$ cat src/rtl/tsd_pkg.sv
`timescale 1ns/1ps
package tsd_pkg;

    // Outcome of one late-sample comparison
    typedef struct packed {
        logic hit;   // timing error detected (mismatch or metastable)
        logic meta;  // the error came with the metastability flag
    } chk_ev_t;

    typedef enum logic [1:0] {
        DIR_HOLD = 2'd0,
        DIR_DOWN = 2'd1,
        DIR_UP   = 2'd2
    } rate_dir_t;

    // Classify a window error total against the two thresholds
    function automatic rate_dir_t judge_rate(int unsigned cnt,
                                             int unsigned lo,
                                             int unsigned hi);
        if (cnt <= lo)      return DIR_DOWN;
        else if (cnt >= hi) return DIR_UP;
        else                return DIR_HOLD;
    endfunction

    // One saturating step of the supply code
    function automatic int unsigned sat_move(int unsigned cur,
                                             rate_dir_t dir,
                                             int unsigned lo,
                                             int unsigned hi);
        int unsigned nxt;
        nxt = cur;
        case (dir)
            DIR_DOWN: nxt = (cur > lo) ? cur - 1 : lo;
            DIR_UP:   nxt = (cur < hi) ? cur + 1 : hi;
            default:  nxt = cur;
        endcase
        return nxt;
    endfunction

endpackage

$ cat src/rtl/tsd_shadow_stage.sv
`timescale 1ns/1ps
module tsd_shadow_stage
    import tsd_pkg::*;
#(
    parameter int DATA_W = 8
) (
    input  logic              clk,
    input  logic              rst,
    input  logic              cap_en,
    input  logic [DATA_W-1:0] d_in,
    input  logic              late_en,
    input  logic [DATA_W-1:0] d_late,
    input  logic              meta_in,
    output logic [DATA_W-1:0] q,
    output logic              stall,
    output chk_ev_t           ev
);

    logic [DATA_W-1:0] main_q;
    logic              pend_q;
    logic              stall_q;
    logic [DATA_W-1:0] bit_diff;
    logic              word_diff;
    logic              check_now;

    // Per-bit comparison of the main register against the late sample
    for (genvar b = 0; b < DATA_W; b++) begin : g_cmp
        assign bit_diff[b] = main_q[b] ^ d_late[b];
    end

    assign word_diff = |bit_diff;
    assign check_now = pend_q & late_en;

    always_comb begin
        ev.hit  = check_now & (word_diff | meta_in);
        ev.meta = check_now & meta_in;
    end

    always_ff @(posedge clk) begin
        if (rst) begin
            main_q  <= '0;
            pend_q  <= 1'b0;
            stall_q <= 1'b0;
        end else begin
            stall_q <= ev.hit;
            if (ev.hit) begin
                // recovery: the late value wins, any new capture is dropped
                main_q <= d_late;
                pend_q <= 1'b0;
            end else if (cap_en) begin
                main_q <= d_in;
                pend_q <= 1'b1;
            end else if (late_en) begin
                pend_q <= 1'b0;
            end
        end
    end

    assign q     = main_q;
    assign stall = stall_q;

endmodule

$ cat src/rtl/tsd_panic_chain.sv
`timescale 1ns/1ps
module tsd_panic_chain #(
    parameter int N_STAGES = 2
) (
    input  logic clk,
    input  logic rst,
    input  logic meta_evt,
    output logic panic
);

    localparam int PW = N_STAGES - 1;

    logic [PW-1:0] pipe_q;
    logic          sticky_q;

    always_ff @(posedge clk) begin
        if (rst) begin
            pipe_q   <= '0;
            sticky_q <= 1'b0;
        end else begin
            pipe_q[0] <= meta_evt;
            for (int i = 1; i < PW; i++) begin
                pipe_q[i] <= pipe_q[i-1];
            end
            sticky_q <= sticky_q | pipe_q[PW-1];
        end
    end

    assign panic = sticky_q;

endmodule

$ cat src/rtl/tsd_rate_ctrl.sv
`timescale 1ns/1ps
module tsd_rate_ctrl
    import tsd_pkg::*;
#(
    parameter int WIN_LEN = 16,
    parameter int LO_THR  = 1,
    parameter int HI_THR  = 4,
    parameter int VC_W    = 4,
    parameter int VC_MIN  = 0,
    parameter int VC_MAX  = 15
) (
    input  logic            clk,
    input  logic            rst,
    input  logic            err_evt,
    input  logic            force_max,
    output logic [VC_W-1:0] vcode
);

    localparam int WCW = (WIN_LEN > 2) ? $clog2(WIN_LEN) : 1;
    localparam int ECW = $clog2(WIN_LEN + 1);

    logic [WCW-1:0]  wcnt_q;
    logic [ECW-1:0]  ecnt_q;
    logic [ECW-1:0]  tally;
    logic            win_end;
    rate_dir_t       dir;
    logic [VC_W-1:0] code_next;
    logic [VC_W-1:0] code_q;

    assign win_end = (wcnt_q == WCW'(WIN_LEN - 1));
    assign tally   = ecnt_q + ECW'(err_evt);

    always_comb begin
        dir       = judge_rate(32'(tally), LO_THR, HI_THR);
        code_next = VC_W'(sat_move(32'(code_q), dir, VC_MIN, VC_MAX));
    end

    always_ff @(posedge clk) begin
        if (rst) begin
            wcnt_q <= '0;
            ecnt_q <= '0;
            code_q <= VC_W'(VC_MAX);
        end else begin
            if (win_end) begin
                wcnt_q <= '0;
                ecnt_q <= '0;
            end else begin
                wcnt_q <= wcnt_q + 1'b1;
                ecnt_q <= tally;
            end
            if (force_max)    code_q <= VC_W'(VC_MAX);
            else if (win_end) code_q <= code_next;
        end
    end

    assign vcode = code_q;

endmodule

$ cat src/rtl/tsd_ctrl.sv
`timescale 1ns/1ps
module tsd_ctrl
    import tsd_pkg::*;
#(
    parameter int DATA_W       = 8,
    parameter int WIN_LEN      = 16,
    parameter int LO_THR       = 1,
    parameter int HI_THR       = 4,
    parameter int VC_W         = 4,
    parameter int VC_MIN       = 0,
    parameter int VC_MAX       = 15,
    parameter int PANIC_STAGES = 2
) (
    input  logic              clk,
    input  logic              rst,
    input  logic              cap_en,
    input  logic [DATA_W-1:0] d_in,
    input  logic              late_en,
    input  logic [DATA_W-1:0] d_late,
    input  logic              meta_in,
    output logic [DATA_W-1:0] q,
    output logic              stall,
    output logic              panic,
    output logic [VC_W-1:0]   vcode
);

    chk_ev_t ev;
    logic    panic_w;

    tsd_shadow_stage #(.DATA_W(DATA_W)) u_stage (
        .clk     (clk),
        .rst     (rst),
        .cap_en  (cap_en),
        .d_in    (d_in),
        .late_en (late_en),
        .d_late  (d_late),
        .meta_in (meta_in),
        .q       (q),
        .stall   (stall),
        .ev      (ev)
    );

    tsd_panic_chain #(.N_STAGES(PANIC_STAGES)) u_panic (
        .clk      (clk),
        .rst      (rst),
        .meta_evt (ev.meta),
        .panic    (panic_w)
    );

    tsd_rate_ctrl #(
        .WIN_LEN (WIN_LEN),
        .LO_THR  (LO_THR),
        .HI_THR  (HI_THR),
        .VC_W    (VC_W),
        .VC_MIN  (VC_MIN),
        .VC_MAX  (VC_MAX)
    ) u_rate (
        .clk       (clk),
        .rst       (rst),
        .err_evt   (ev.hit),
        .force_max (panic_w),
        .vcode     (vcode)
    );

    assign panic = panic_w;

endmodule

$ cat config.mk
export PLATFORM = sky130hd
export DESIGN_NAME = tsd_ctrl
export DESIGN_NICKNAME = d
export VERILOG_FILES = /design/src/rtl/tsd_pkg.sv /design/src/rtl/tsd_shadow_stage.sv /design/src/rtl/tsd_panic_chain.sv /design/src/rtl/tsd_rate_ctrl.sv /design/src/rtl/tsd_ctrl.sv
export SDC_FILE = /design/constraint.sdc
export NUM_CORES = 1
export LEC_CHECK = 0
export BUFFER_PORTS_ARGS = -buffer_cell sky130_fd_sc_hd__buf_2
export CAP_MARGIN = 20
export CORE_ASPECT_RATIO = 2
export CORE_UTILIZATION = 35
export CTS_CLUSTER_SIZE = 20
export DETAILED_ROUTE_END_ITERATION = 7
export SYNTH_ARGS = -nofsm -noshare
export SYNTH_HDL_FRONTEND = slang
export SYNTH_SLANG_ARGS = --single-unit
$ cat constraint.sdc
create_clock -name clk -period 7.7 [get_ports clk]
set_clock_uncertainty 0.05 [all_clocks]
set_input_delay 1.155 -clock clk [delete_from_list [all_inputs] [get_ports clk]]
set_output_delay 1.155 -clock clk [all_outputs]
set_load 0.02 [all_outputs]
* Yosys cells after proc, flatten, opt, wreduce, memory -nomap -nowiden
Index checks and enable logic that the tools add are counted.
Storage, ports and cells: word-level logic and storage cells 49, output and inout port bits 14, register bits 25
Operators by class: mux-type cells 9, $add $sub $neg 4, bitwise logic cells 13, reduce and logical (&&, ||, !) cells 8, equality and inequality tests 3, order comparisons 4
Operator list (number):
- $mux 8 | 2
- $add 4x1->4 const B | 2
- $mux 4 | 2
- $pmux 4 s2 | 1
- $reduce_or 8->1 | 1
- $xor 1x1->1 | 8
- $reduce_bool 2->1 | 3
- $reduce_or 2->1 | 3
- $add 5x1->5 | 1
- $ge 5x3->1 const B | 1
- $le 5x1->1 const B | 1
- $eq 4x4->1 const B | 1
- $gt 4x1->1 const B | 1
- $lt 4x4->1 const B | 1
- $mux 2 | 2
- $sub 4x1->4 const B | 1
- $and 1x1->1 | 3
- $eq 2x1->1 const B | 1
- $eq 2x2->1 const B | 1
- $mux 1 | 2
- $or 1x1->1 | 2
- $reduce_and 2->1 | 1

* Depth between registers and ports, before layout
Gate-level depths: netlist (run 1).
word-level depth 11, mapped depth 14

* By module
From an unflattened synthesis (run 1), not the netlist that was laid out.
Second synthesis, totals: cell total of the unflattened synthesis 157, area total of the unflattened synthesis 1486.4 um^2
By module, submodules not included:
- tsd_rate_ctrl | cells an instance 95, times used 1, area an instance 823.3 um^2
- tsd_shadow_stage | cells an instance 58, times used 1, area an instance 606.8 um^2
- tsd_panic_chain | cells an instance 4, times used 1, area an instance 56.3 um^2

* Worst setup path before layout (run 1)
OpenSTA, ideal clock, no wires.
path type input port to flip-flop, start input port d_late[7], end register u_rate.code_q[2] (netlist: u_rate.vcode[2]), buffers on the path 3, stages 13, arrival time 3.625 ns, setup slack 3.929 ns, required time 7.555 ns, cells stage by stage xor2_1 nor4_1 a31o_1 buf_2 buf_4 inv_2 ha_1 ha_1 buf_6 or4_4 a221oi_2 a21oi_1 o311ai_1
Between the ends: longest elaborated chain between the ends 11, elaborated cells on any way between the ends 14, classes of those cells add/sub: 1; order compare: 2; eq/ne: 2; mux: 3; bitwise: 3; reduce/logical: 3
RTL lines:
- from (decl) | RTL line tsd_ctrl.sv:19 | input logic [DATA_W-1:0] d_late,
- $xor 1x1->1 * | RTL line tsd_shadow_stage.sv:28 | assign bit_diff[b] = main_q[b] ^ d_late[b];
- $reduce_or 8->1 * | RTL line tsd_shadow_stage.sv:31 | assign word_diff = |bit_diff;
- $or 1x1->1 * | RTL line tsd_shadow_stage.sv:35 | ev.hit = check_now & (word_diff | meta_in);
- $and 1x1->1 * | RTL line tsd_shadow_stage.sv:35
- named net u_rate.err_evt | RTL line tsd_rate_ctrl.sv:14 | input logic err_evt,
- $add 5x1->5 * | RTL line tsd_rate_ctrl.sv:31 | assign tally = ecnt_q + ECW'(err_evt);
- $ge 5x3->1 | RTL line tsd_pkg.sv:21 | else if (cnt >= hi) return DIR_UP;
- $mux 2 | RTL line tsd_pkg.sv:21
- $mux 2 * | RTL line tsd_pkg.sv:20 | if (cnt <= lo) return DIR_DOWN;
- $eq 2x1->1 / $eq 2x2->1 (equally long branches) | RTL line tsd_pkg.sv:32 | case (dir)
- $reduce_bool 2->1 (no source line)
- $reduce_and 2->1 (no source line)
- to (signal assigned) | RTL line tsd_rate_ctrl.sv:42 | code_q <= VC_W'(VC_MAX);
- to (signal assigned) | RTL line tsd_rate_ctrl.sv:51 | if (force_max) code_q <= VC_W'(VC_MAX);
- to (signal assigned) | RTL line tsd_rate_ctrl.sv:52 | else if (win_end) code_q <= code_next;
- to (decl) | RTL line tsd_rate_ctrl.sv:28 | logic [VC_W-1:0] code_q;
The timed path passes the listed nets; every way through them passes the cells marked *. A chain may end at the register's enable or synchronous reset.

* Worst setup path after layout (run 1)
Same ends and word-level chain as after synthesis.

==> summary.txt, run 1 <==
STA
  – Normalized max-slew margin: between 60% and 70%
  – Final min period: around 3.8 ns
  – Crit share post-route: between 40 and 50%
  – # setup viols final: 0
  – Final Hold Violating Endpoints: 0
  – Final max-slew violation count: 0
  – RSZ-0062 raised after global routing: false
  – Final WS setup: ~3.9 ns
  – Worst-Margin Slew: slightly below 0.6 ns
  – Fmax: about 260 MHz
  – Setup TNS: 0 ns

Logic synthesis
  – Synth Area in Adders: 5.58%
  – Synthesized flop and latch total: 25
  – Netlist Area Pre-Place: approximately 1300 um2
  – Yosys cell types: 39
  – Gate count of the mapped netlist: 149
  – Synth Area in Simple Gates: between 15 and 20%
  – Synth Area per Inst: 9.03 um2
  – Seq/Total Area, Yosys: 37.2%
  – EDFF count, synth: 0
  – Multiplexer area fraction after synthesis: 7.44%
  – Yosys Warn Count: 0
  – Largest family of logic cells by synthesized area: simple AND/OR/NAND/NOR gates
  – Async SR Flop Fraction: 0%
  – Xor and xnor area share after synthesis: between 8 and 9%
  – Syn nets: about 180
  – Most used DFF post-synth: dfxtp_1
  – Synth Area in Compound Gates: 17.2%

GRT
  – Grt total ovfl: 0
  – Initial antenna violation count: 0
  – GRT Util Overall: roughly 17%
  – Vias in the first global route: about 1.2k
  – First-pass GRT wire length: approximately 5100 um
  – Largest net degree at the start of global routing: 19

Worst setup path
  – Worst EP arrival: ~4.0 ns
  – CP max FO: 18
  – Critical Path Start: d_late[7]
  – Worst reg2reg path startpoint: u_stage.q[7]
  – Crit path top cell by count: ha_1
  – Worst path slowest cell: or4_4
  – R2r setup slk: ~4.5 ns
  – Crit path kind: in -> reg
  – Worst setup EP type: register
  – Reg2Reg Depth: 10
  – Worst Path Required: about 7.8 ns
  – Reg-to-reg endpoint: u_rate.vcode[2]
  – Critical path launch point type: input port
  – CP max stage delay: approximately 0.61 ns
  – CP cell instances: buf_2 -> xor2_1 -> nor4_1 -> a31o_1 -> inv_2 -> ha_1 -> ha_1 -> or4_4 -> a221oi_2 -> a21oi_1 -> o311ai_1

Cells and area
  – Layout cell share with drive strength beyond 1: around a quarter
  – Core Util, Final: between 40% and 50%
  – Final #Nets: between 200 and 250
  – Area Growth Syn to Fin: 17.7%
  – Antenna cells: 0

Clock tree
  – TritonCTS Sinks: 25
  – Hold_buf cts: 0
  – CTS tree: yes
  – Clock root cell: clkbuf_8
  – Setup bufs post-CTS: 0
  – Post-CTS sizing: 0
  – CTS Buf Count: 3
  – Skew-Pair Late Insertion Delay: 0.27 ns
  – CTS clk-pin slew, worst paths: approximately 0.09 ns
  – Clock Tree Buf Depth: 2
  – CTS HTree Levels: 1

Die
  – I/O pin count: 35
  – Starting Density: between 30 and 40%
  – Num rows: 31
  – Core Box Area: 3650 um2
  – Chip width: about 46 um
  – DIE AREA: ~4100 um2
  – Die Ht: between 80 and 90 um

Job
  – Max-cap violation count: 0

Placement
  – Place WS: 3.59 ns
  – Buffers on Ports: 34
  – RD Place Congestion: slightly below 0.9
  – Post-DP HPWL: ~2400 um

Worst hold path
  – WHS Endpoint: u_panic.panic
  – Hold Path Class: reg -> reg
  – Hold Crit Start: u_panic.pipe_q
  – Hold Path Depth: 2

Drt
  – Routed Wire Length: around 3000 um
  – Pre-Repair DR Iteration Count: 4
  – 1st-iter DRT viols: 16
  – DR vias/cell: between 5 and 6
  – DRC viols: 0
  – Detail Route Antenna Nets: 0
  – Via Count: 1201
  – DR WL/cell: between 10 and 15 um

Pwr
  – PD cells: ~160 nW/um2
  – Worst vdd ir: 84.2 uV
  – Static Leakage: between 0.7 and 0.8 nW

Status
  – Status: complete, no violations
-- cells in the final DEF, fill, tap and decap left out, drive strengths merged, types with 4 or more instances in the layout --
| master | instances |
|---|---|
| inv | 5 |
| a21oi | 8 |
| buf | 34 |
| xor2 | 11 |
| nand3 | 6 |
| a211oi | 9 |
| and2 | 4 |
| ha | 6 |
| dfxtp | 25 |
| nor3 | 6 |
| mux2i | 10 |
| nor2 | 21 |
-- logic make-up after synthesis --
family,Yosys count
adders and majority gates,6
buffers and inverters,12
DFF,25
xor gates and xnor gates,13
muxes,10
and+or+nand+nor,51
AOI/OAI and AO/OA,32
-- sequential cells by signal (all words and copies together) (netlist names) --
signal,flops
u_rate.ecnt_q,5
u_rate.vcode,4
u_stage.stall,1
u_rate.wcnt_q,4
u_panic.panic,1
u_stage.pend_q,1
u_panic.pipe_q,1
u_stage.q,8
-- through the flow --
stage          total power [mW]  instance area (um2)  instances  hold WS [ns]
2_1_floorplan             0.164                 1350        149         0.361
3_3_place_gp              0.176                 1530        225         0.376
3_5_place_dp              0.177                 1530        225         0.374
4_1_cts                   0.256                 1580        229         0.393
5_1_grt                   0.264                 1580        229         0.420
6_report                  0.251                 1580        229         0.386
-- worst max-delay path by stage --
stage / end / slack, ns / cells after the start
2_1_floorplan: u_rate.vcode[2] / 3.93 / 13
3_3_place_gp: u_rate.vcode[2] / 3.65 / 11
3_5_place_dp: u_rate.vcode[2] / 3.59 / 11
4_1_cts: u_rate.vcode[2] / 3.88 / 11
5_1_grt: u_rate.vcode[0] / 3.67 / 12
6_report: u_rate.vcode[2] / 3.88 / 11
-- worst max-delay path, delay by kind of cell --
family	cells	cell delay, ns
compound gates	4	1.08
xor+xnor	1	0.13
fa+ha+maj	2	0.53
buf+inv	2	0.18
simple gates	2	0.88
-- power by group --
part / switching (mW) / internal [mW]
combinational: 0.0186 / 0.0149
sequential: 0.00499 / 0.135
clock: 0.0403 / 0.0367
total: 0.0639 / 0.187
-- metal layers --
metal | up-vias | track usage (%) | share of wire (%)
met2 | 43 | 32.5 | 57
li1 | 594 | - | -
met4 | 0 | 8.02 | 2.2
met3 | 7 | 2.20 | 4.3
met5 | - | 0 | 0
met1 | 557 | 16.4 | 37
-- synthesized netlist by cell type, types with 3 or more instances --
| cell type | count | area share [%] |
|---|---|---|
| and2_1 | 4 | 1.9 |
| nand2b_1 | 3 | 1.4 |
| dfxtp_1 | 25 | 37 |
| a211oi_1 | 9 | 5.0 |
| nor2_1 | 20 | 5.6 |
| nor3_1 | 6 | 2.2 |
| nand3_1 | 6 | 2.2 |
| ha_1 | 6 | 5.6 |
| inv_1 | 4 | 1.1 |
| xor2_1 | 11 | 7.2 |
| nand2_1 | 3 | 0.84 |
| a21oi_1 | 8 | 3.0 |
| mux2i_1 | 10 | 7.4 |
-- area by class of cell --
| class | count | area, um2 |
|---|---|---|
| clock buffers | 3 | 41.3 |
| clock inverters | 1 | 7.51 |
| fillers | 387 | 2060 |
| inverters | 5 | 18.8 |
| well taps | 49 | 61.3 |
| repair buffers | 34 | 170 |
| multi-input cells | 112 | 783 |
| flip-flops and latches | 25 | 500 |
(Power assumes the default switching activity.)
==> run 2, diff against run 1 <==
Settings changed: ABC_AREA set to 1.
Clock period 7.7 ns to 3.3 ns, I/O delays scaled along.
==> run 2 against run 1 <==
  * Largest cell class unchanged
  * Sequential power up 130%
  * Clock-buffer cell count unchanged
  * Power up 140%
  * Final area up 4.7%
  * Non-clock buffer count up 1
  * Register-to-register slack worse by 3.8 ns
  * Via count up 11%
  * Global-route usage down 0.24 points
  * Sequential share of layout area down 1.4 points
  * Routed wire length up 3.9%
==> summary.txt, run 2 <==
Die
  – Num rows: 32 (+3.2%)
  – I/O pin count: 35 (unchanged)
  – DIE AREA: 4310 um2 (+4.9%)
  – Starting Density: 36.8% (-0.11 points)
  – Chip width: 46.9 um (+2.4%)
  – Die Ht: 91.9 um (+2.5%)
  – Core Box Area: 3840 um2 (+5.4%)

Worst setup path
  – CP bufs+invs: 1 (-1)
  – Worst path top cell family by delay: simple AND/OR/NAND/NOR gates
  – Worst Path Required: 3.40 ns (-4.43 ns)
  – Crit path kind: reg -> reg
  – Worst EP arrival: 2.74 ns (-1.22 ns)
  – CP max FO: 18 (unchanged)
  – CP cell instances: nor2_1 -> nor2_1 -> nand2_1 -> nor2_1 -> nand3_4 -> nand2_4 -> inv_2 -> ha_1 -> ha_1 -> xnor2_1 -> nand2_1 -> nor2_1 -> a21oi_1 -> nand2_1 -> nand3_1
  – CP max stage delay: 0.38 ns (-0.23 ns)
  – Worst setup EP type: register
  – Worst path slowest cell: dfxtp_1
  – Crit path top cell by count: nor2_1
  – Critical path launch point type: register

GRT
  – Vias in the first global route: 1279 (+6.1%)
  – Grt total ovfl: 0 (unchanged)
  – GRT Util Overall: 16.5% (-0.24 points)
  – First-pass GRT wire length: 5230 um (+1.9%)
  – Largest net degree at the start of global routing: 19 (unchanged)
  – Initial antenna violation count: 0 (unchanged)

STA
  – Final Hold Violating Endpoints: 0 (unchanged)
  – Final max-slew violation count: 0 (unchanged)
  – Crit share post-route: about four fifths
  – Final min period: roughly 2.6 ns
  – Fmax: between 300 and 400 MHz
  – Worst-Margin Slew: 0.375 ns (-0.212 ns)
  – Normalized max-slew margin: 74.8% (+14 points)
  – # setup viols final: 0 (unchanged)
  – Setup TNS: 0 ns (unchanged)
  – RSZ-0062 raised after global routing: false

Clock tree
  – Setup bufs post-CTS: 0 (unchanged)
  – CTS Buf Count: 3 (unchanged)
  – CTS tree: yes
  – Hold_buf cts: 0 (unchanged)
  – Skew-Pair Late Insertion Delay: 0.27 ns (about the same)
  – CTS clk-pin slew, worst paths: 0.09 ns (about the same)
  – TritonCTS Sinks: 25 (unchanged)
  – Clock Tree Buf Depth: 2 (unchanged)
  – Clock root cell: clkbuf_8
  – Post-CTS sizing: 0 (unchanged)
  – CTS HTree Levels: 1 (unchanged)

Drt
  – DR WL/cell: 10.4 um (-20%)
  – Pre-Repair DR Iteration Count: 4 (unchanged)
  – Detail Route Antenna Nets: 0 (unchanged)
  – DR vias/cell: 4.49 (-14%)
  – Routed Wire Length: 3080 um (+3.9%)
  – 1st-iter DRT viols: 25 (+9)
  – DRC viols: 0 (unchanged)
  – Via Count: 1328 (+11%)

Placement
  – Post-DP Area: 1610 um2 (+4.9%)
  – RD Place Congestion: 0.775 (-13%)
  – Buffers on Ports: 34 (unchanged)
  – Post-DP HPWL: 2560 um (+7.7%)

Pwr
  – Worst vdd ir: 193 uV (+130%)
  – PD cells: 362 nW/um2 (+130%)
  – Static Leakage: 0.886 nW (+18%)

Logic synthesis
  – Synth top area cells: dfxtp_1, nand2_1, nand3_1, inv_1, nor2_1
  – Gate count of the mapped netlist: 211 (+42%)
  – Netlist Area Pre-Place: 1410 um2 (+5.1%)
  – Most used DFF post-synth: dfxtp_1
  – Most common cell in the netlist: nand2_1
  – EDFF count, synth: 0 (unchanged)
  – Post-synth top area cell: dfxtp_1
  – Syn nets: 238 (+35%)
  – Synth top cells by count: nand2_1, inv_1, nand3_1
  – Yosys Warn Count: 0 (unchanged)
  – Yosys cell types: 22 (-44%)
  – Synth Area per Inst: 6.70 um2 (-26%)
  – Synthesized flop and latch total: 25 (unchanged)
  – Post-synth top area share: 35.4% (-1.8 points)
  – Async SR Flop Fraction: 0% (unchanged)
  – Seq/Total Area, Yosys: 35.4% (-1.8 points)

Cells and area
  – Layout cell share with drive strength beyond 1: 18.4% (-6.1 points)
  – Fillers: 447 (+16%)
  – Commonest non-fill, non-tap cell in the layout: nand2_1
  – Post-route design area: 1660 um2 (+4.7%)
  – Largest register FFs: 8 (unchanged)
  – Antenna cells: 0 (unchanged)
  – Most frequent cells in the layout: nand2_1, buf_2, inv_1, nand3_1, dfxtp_1
  – Final #Nets: 273 (+31%)
  – Area Growth Syn to Fin: 17.3%

Job
  – Max-cap violation count: 0 (unchanged)

Worst hold path
  – Hold Path Class: reg -> reg

Status
  – Status: complete, no violations
==> run 2: kinds of logic (layout without fill, tap and decap cells) <==
family | count (synthesis) | count (layout) | synth area share (%)
buf+inv | 37 | 71 | 11.8
simple gates | 115 | 115 | 35.2
compound gates | 19 | 19 | 6.73
flops | 25 | 25 | 35.4
fa+ha+maj | 6 | 6 | 5.31
xor+xnor | 9 | 9 | 5.58
==> run 2: metrics by stage <==
| step | hold WS [ns] | power, mW | util [%] | setup slack, ns | instances |
|---|---|---|---|---|---|
| floorplan | 0.361 | 0.396 | - | 0.764 | 211 |
| finish | 0.401 | 0.600 | 43.1 | 0.659 | 296 |
| CTS | 0.399 | 0.608 | 43.1 | 0.604 | 296 |
| global placement | 0.379 | 0.427 | 41.9 | 0.369 | 292 |
| global route | 0.393 | 0.634 | 43.1 | 0.275 | 296 |
| detailed placement | 0.386 | 0.427 | 41.9 | 0.354 | 292 |
==> run 2: layout make-up <==
cell class              count  area, um2  share of cell area (%)
clock buffers               3       41.3                    2.49
clock inverters             1       7.51                   0.453
inverters                  32        120                    7.25
multi-input cells         149        747                    45.1
flip-flops and latches     25        500                    30.2
well taps                  51       63.8                    3.85
repair buffers             35        178                    10.7
==> run 2: worst paths after layout <==
path                                startpoint              end  slack (ns)  cells past startpoint
worst max-delay path              u_stage.q[7]  u_rate.vcode[1]        0.66                     15
worst max register to register    u_stage.q[7]  u_rate.vcode[1]        0.66                     15
worst min-delay path            u_panic.pipe_q    u_panic.panic        0.40                      2
worst min register to register  u_panic.pipe_q    u_panic.panic        0.40                      2
==> run 2: worst register-to-register path: stages, from the launching register on <==
cell and delay (ns):
dfxtp_1 0.38, nor2_1 0.06, nor2_1 0.09, nand2_1 0.06
nor2_1 0.18, nand3_4 0.16, nand2_4 0.20, inv_2 0.06
ha_1 0.19, ha_1 0.20, xnor2_1 0.25, nand2_1 0.09
nor2_1 0.21, a21oi_1 0.16, nand2_1 0.10, nand3_1 0.07
==> run 2: power breakdown <==
part           switching (mW)  internal (mW)
Combinational          0.0570         0.0365
Clock                  0.0959         0.0855
Sequential            0.00981          0.315
Total                   0.163          0.437
==> run 2: routing by layer <==
metal	vias to the layer above	GRT usage [%]	share of wire [%]
li1	724	-	-
met1	571	15.1	38
met2	26	32.4	58
met3	7	2.36	2.3
met4	0	6.43	2.2
met5	-	0	0
==> run 3, diff against run 2 <==
Clock period 3.3 ns to 2.2 ns, I/O delays scaled along.
==> run 3 against run 2 <==
  * Setup slack worse by 0.66 ns
  * Power is 55% higher
  * Combinational power is 73% higher
  * Final cell count is 4.4% higher
  * Critical path type unchanged
  * Global-route usage is 0.21 points lower
==> summary.txt, run 3 (same netlist as run 2, synthesis figures left out) <==
Cells and area
  – Fillers: 407 (-8.9%)
  – Multi-input gate area: 877 um2 (+17%)
  – Most frequent cells in the layout: nand2_1, buf_2, inv_1, nand3_1, nor2_1
  – Layout cell share with drive strength beyond 1: 32.9% (+15 points)
  – Area Growth Syn to Fin: 35.0%
  – Final #Nets: 286 (+4.8%)
  – Flip-flop and latch area: 518 um2 (+3.5%)
  – Largest register FFs: 8 (unchanged)
  – Post-route design area: 1910 um2 (+15%)
  – Commonest non-fill, non-tap cell in the layout: nand2_1
  – Antenna cells: 0 (unchanged)

Worst setup path
  – Critical path launch point type: register
  – CP max FO: 4 (-14)
  – Reg-to-reg endpoint: u_rate.vcode[2]
  – R2r setup slk: 0.00001 ns (-0.66 ns)
  – Crit path top cell by count: nand2_1
  – Reg2Reg Depth: 16 (+1)
  – CP max stage delay: 0.36 ns (-0.02 ns)
  – Worst EP arrival: 2.36 ns (-0.38 ns)
  – CP cell instances: inv_1 -> nand2_1 -> nand3_2 -> nor2_2 -> nand3_4 -> nand2_4 -> inv_6 -> ha_4 -> ha_4 -> xnor2_4 -> nand2_2 -> nor2_4 -> nand2_1 -> o21ai_0 -> nand2_1 -> nand3_1
  – Crit path kind: reg -> reg
  – Worst setup EP type: register
  – Worst Path Required: 2.36 ns (-1.04 ns)
  – Worst path slowest cell: dfxtp_4
  – Worst reg2reg path startpoint: u_stage.q[0]

Status
  – Status: complete, no violations

Clock tree
  – Hold_buf cts: 0 (unchanged)
  – CTS tree: yes
  – CTS clk-pin slew, worst paths: 0.09 ns (about the same)
  – TritonCTS Sinks: 25 (unchanged)
  – Skew-Pair Late Insertion Delay: 0.27 ns (about the same)
  – Clock Tree Buf Depth: 2 (unchanged)
  – Clock root cell: clkbuf_8
  – CTS Buf Count: 3 (unchanged)
  – CTS HTree Levels: 1 (unchanged)

GRT
  – Grt total ovfl: 0 (unchanged)
  – Largest net degree at the start of global routing: 18 (-1)
  – GRT Util Overall: 16.3% (-0.21 points)
  – First-pass GRT wire length: 5180 um (-0.94%)
  – Vias in the first global route: 1306 (+2.1%)
  – Initial antenna violation count: 0 (unchanged)

Worst hold path
  – Hold Path Class: in -> reg
  – Hold Crit Start: d_in[5]
  – WHS Endpoint: u_stage.q[5]
  – Hold Path Depth: 5 (+3)

Die
  – DIE AREA: 4310 um2 (unchanged)
  – Chip width: 46.9 um (unchanged)
  – Core Box Area: 3840 um2 (unchanged)
  – Die Ht: 91.9 um (unchanged)
  – Num rows: 32 (unchanged)
  – Starting Density: 36.8% (unchanged)
  – I/O pin count: 35 (unchanged)

Drt
  – Routed Wire Length: 3350 um (+8.6%)
  – Pre-Repair DR Iteration Count: 4 (unchanged)
  – DR vias/cell: 4.56 (+1.6%)
  – Via Count: 1409 (+6.1%)
  – Detail Route Antenna Nets: 0 (unchanged)
  – DR WL/cell: 10.8 um (+4.0%)
  – 1st-iter DRT viols: 15 (-40%)
  – DRC viols: 0 (unchanged)

STA
  – Fmax: 455 MHz (+20%)
  – Normalized max-slew margin: 69.6% (-5.2 points)
  – RSZ-0062 raised after global routing: true
  – Worst-Margin Slew: 0.452 ns (+0.0779 ns)
  – Setup TNS: 0 ns (unchanged)
  – Final max-slew violation count: 0 (unchanged)
  – # setup viols final: 0 (unchanged)
  – Crit share post-route: 100% (+20 points)
  – Final min period: 2.20 ns (-0.441 ns)
  – Final Hold Violating Endpoints: 0 (unchanged)

Placement
  – RD Place Congestion: 0.756 (-2.4%)
  – Post-DP HPWL: 2630 um (+2.6%)
  – Post-DP Area: 1780 um2 (+10%)
  – Buffers on Ports: 34 (unchanged)

Job
  – Max-cap violation count: 0 (unchanged)

Pwr
  – Power consumption: 0.927 mW (+55%)
  – Static Leakage: 0.967 nW (+9.2%)
  – PD cells: 486 nW/um2 (+34%)
  – Worst vdd ir: 335 uV (+74%)
## run 3: stage by stage
step                setup slack (ns)  std cells  utilization, %  hold slack (ns)
floorplan                    -0.0441        211               -            0.339
global placement              -0.170        304            46.2            0.379
detailed placement            -0.153        304            46.2            0.391
CTS                          0.00874        308            47.8            0.326
finish                     0.0000102        309            49.6            0.333
global route                  -0.112        309            49.6            0.352
## run 3: timing repair
item / in CTS / in global routing
setup buffers: 0 / 1
resized for setup: 3 / 13
setup endpoints to repair: 4 / 4
pin swaps: 0 / 5
## run 3: final cells by class
type,instances,area share [%]
multi-input combinational,149,46.0
clock buffer,3,2.16
timing repair buffer,48,14.4
clock inverter,1,0.393
inverter,32,6.56
sequential,25,27.1
tap,51,3.34
## run 3: worst max-delay path: cells and delay by family (launching register included)
| kind | cells | cell delay (ns) |
|---|---|---|
| AND/OR/NAND/NOR | 10 | 0.99 |
| flip-flops | 1 | 0.36 |
| adder cells (fa/ha/maj) | 2 | 0.34 |
| XOR/XNOR | 1 | 0.23 |
| AO/OA/AOI/OAI | 1 | 0.09 |
| buffers and inverters | 2 | 0.08 |
## run 3: worst max-delay path by stage
stage	startpoint	cells after the start	slack, ns	to
finish	u_stage.q[0]	16	0.00001	u_rate.vcode[2]
global placement	d_late[2]	15	-0.17	u_rate.vcode[1]
global route	u_stage.q[3]	18	-0.11	u_rate.vcode[2]
CTS	u_stage.q[3]	17	0.009	u_rate.vcode[2]
floorplan	u_stage.q[5]	19	-0.04	u_rate.vcode[3]
detailed placement	d_late[2]	15	-0.15	u_rate.vcode[1]
## run 3: layer usage
metal,vias up,track usage [%],wire (um),part of all wire (%)
met3,6,1.97,134,4.0
li1,746,-,-,-
met2,32,32.8,1890,57
met4,0,6.67,76,2.3
met5,-,0,0,0
met1,625,14.2,1240,37
## run 3: report_power, final
part / total (mW) / switching [mW] / internal, mW
logic: 0.162 / 0.0934 / 0.0687
clock network: 0.276 / 0.148 / 0.128
registers: 0.489 / 0.0154 / 0.474
total: 0.927 / 0.256 / 0.670
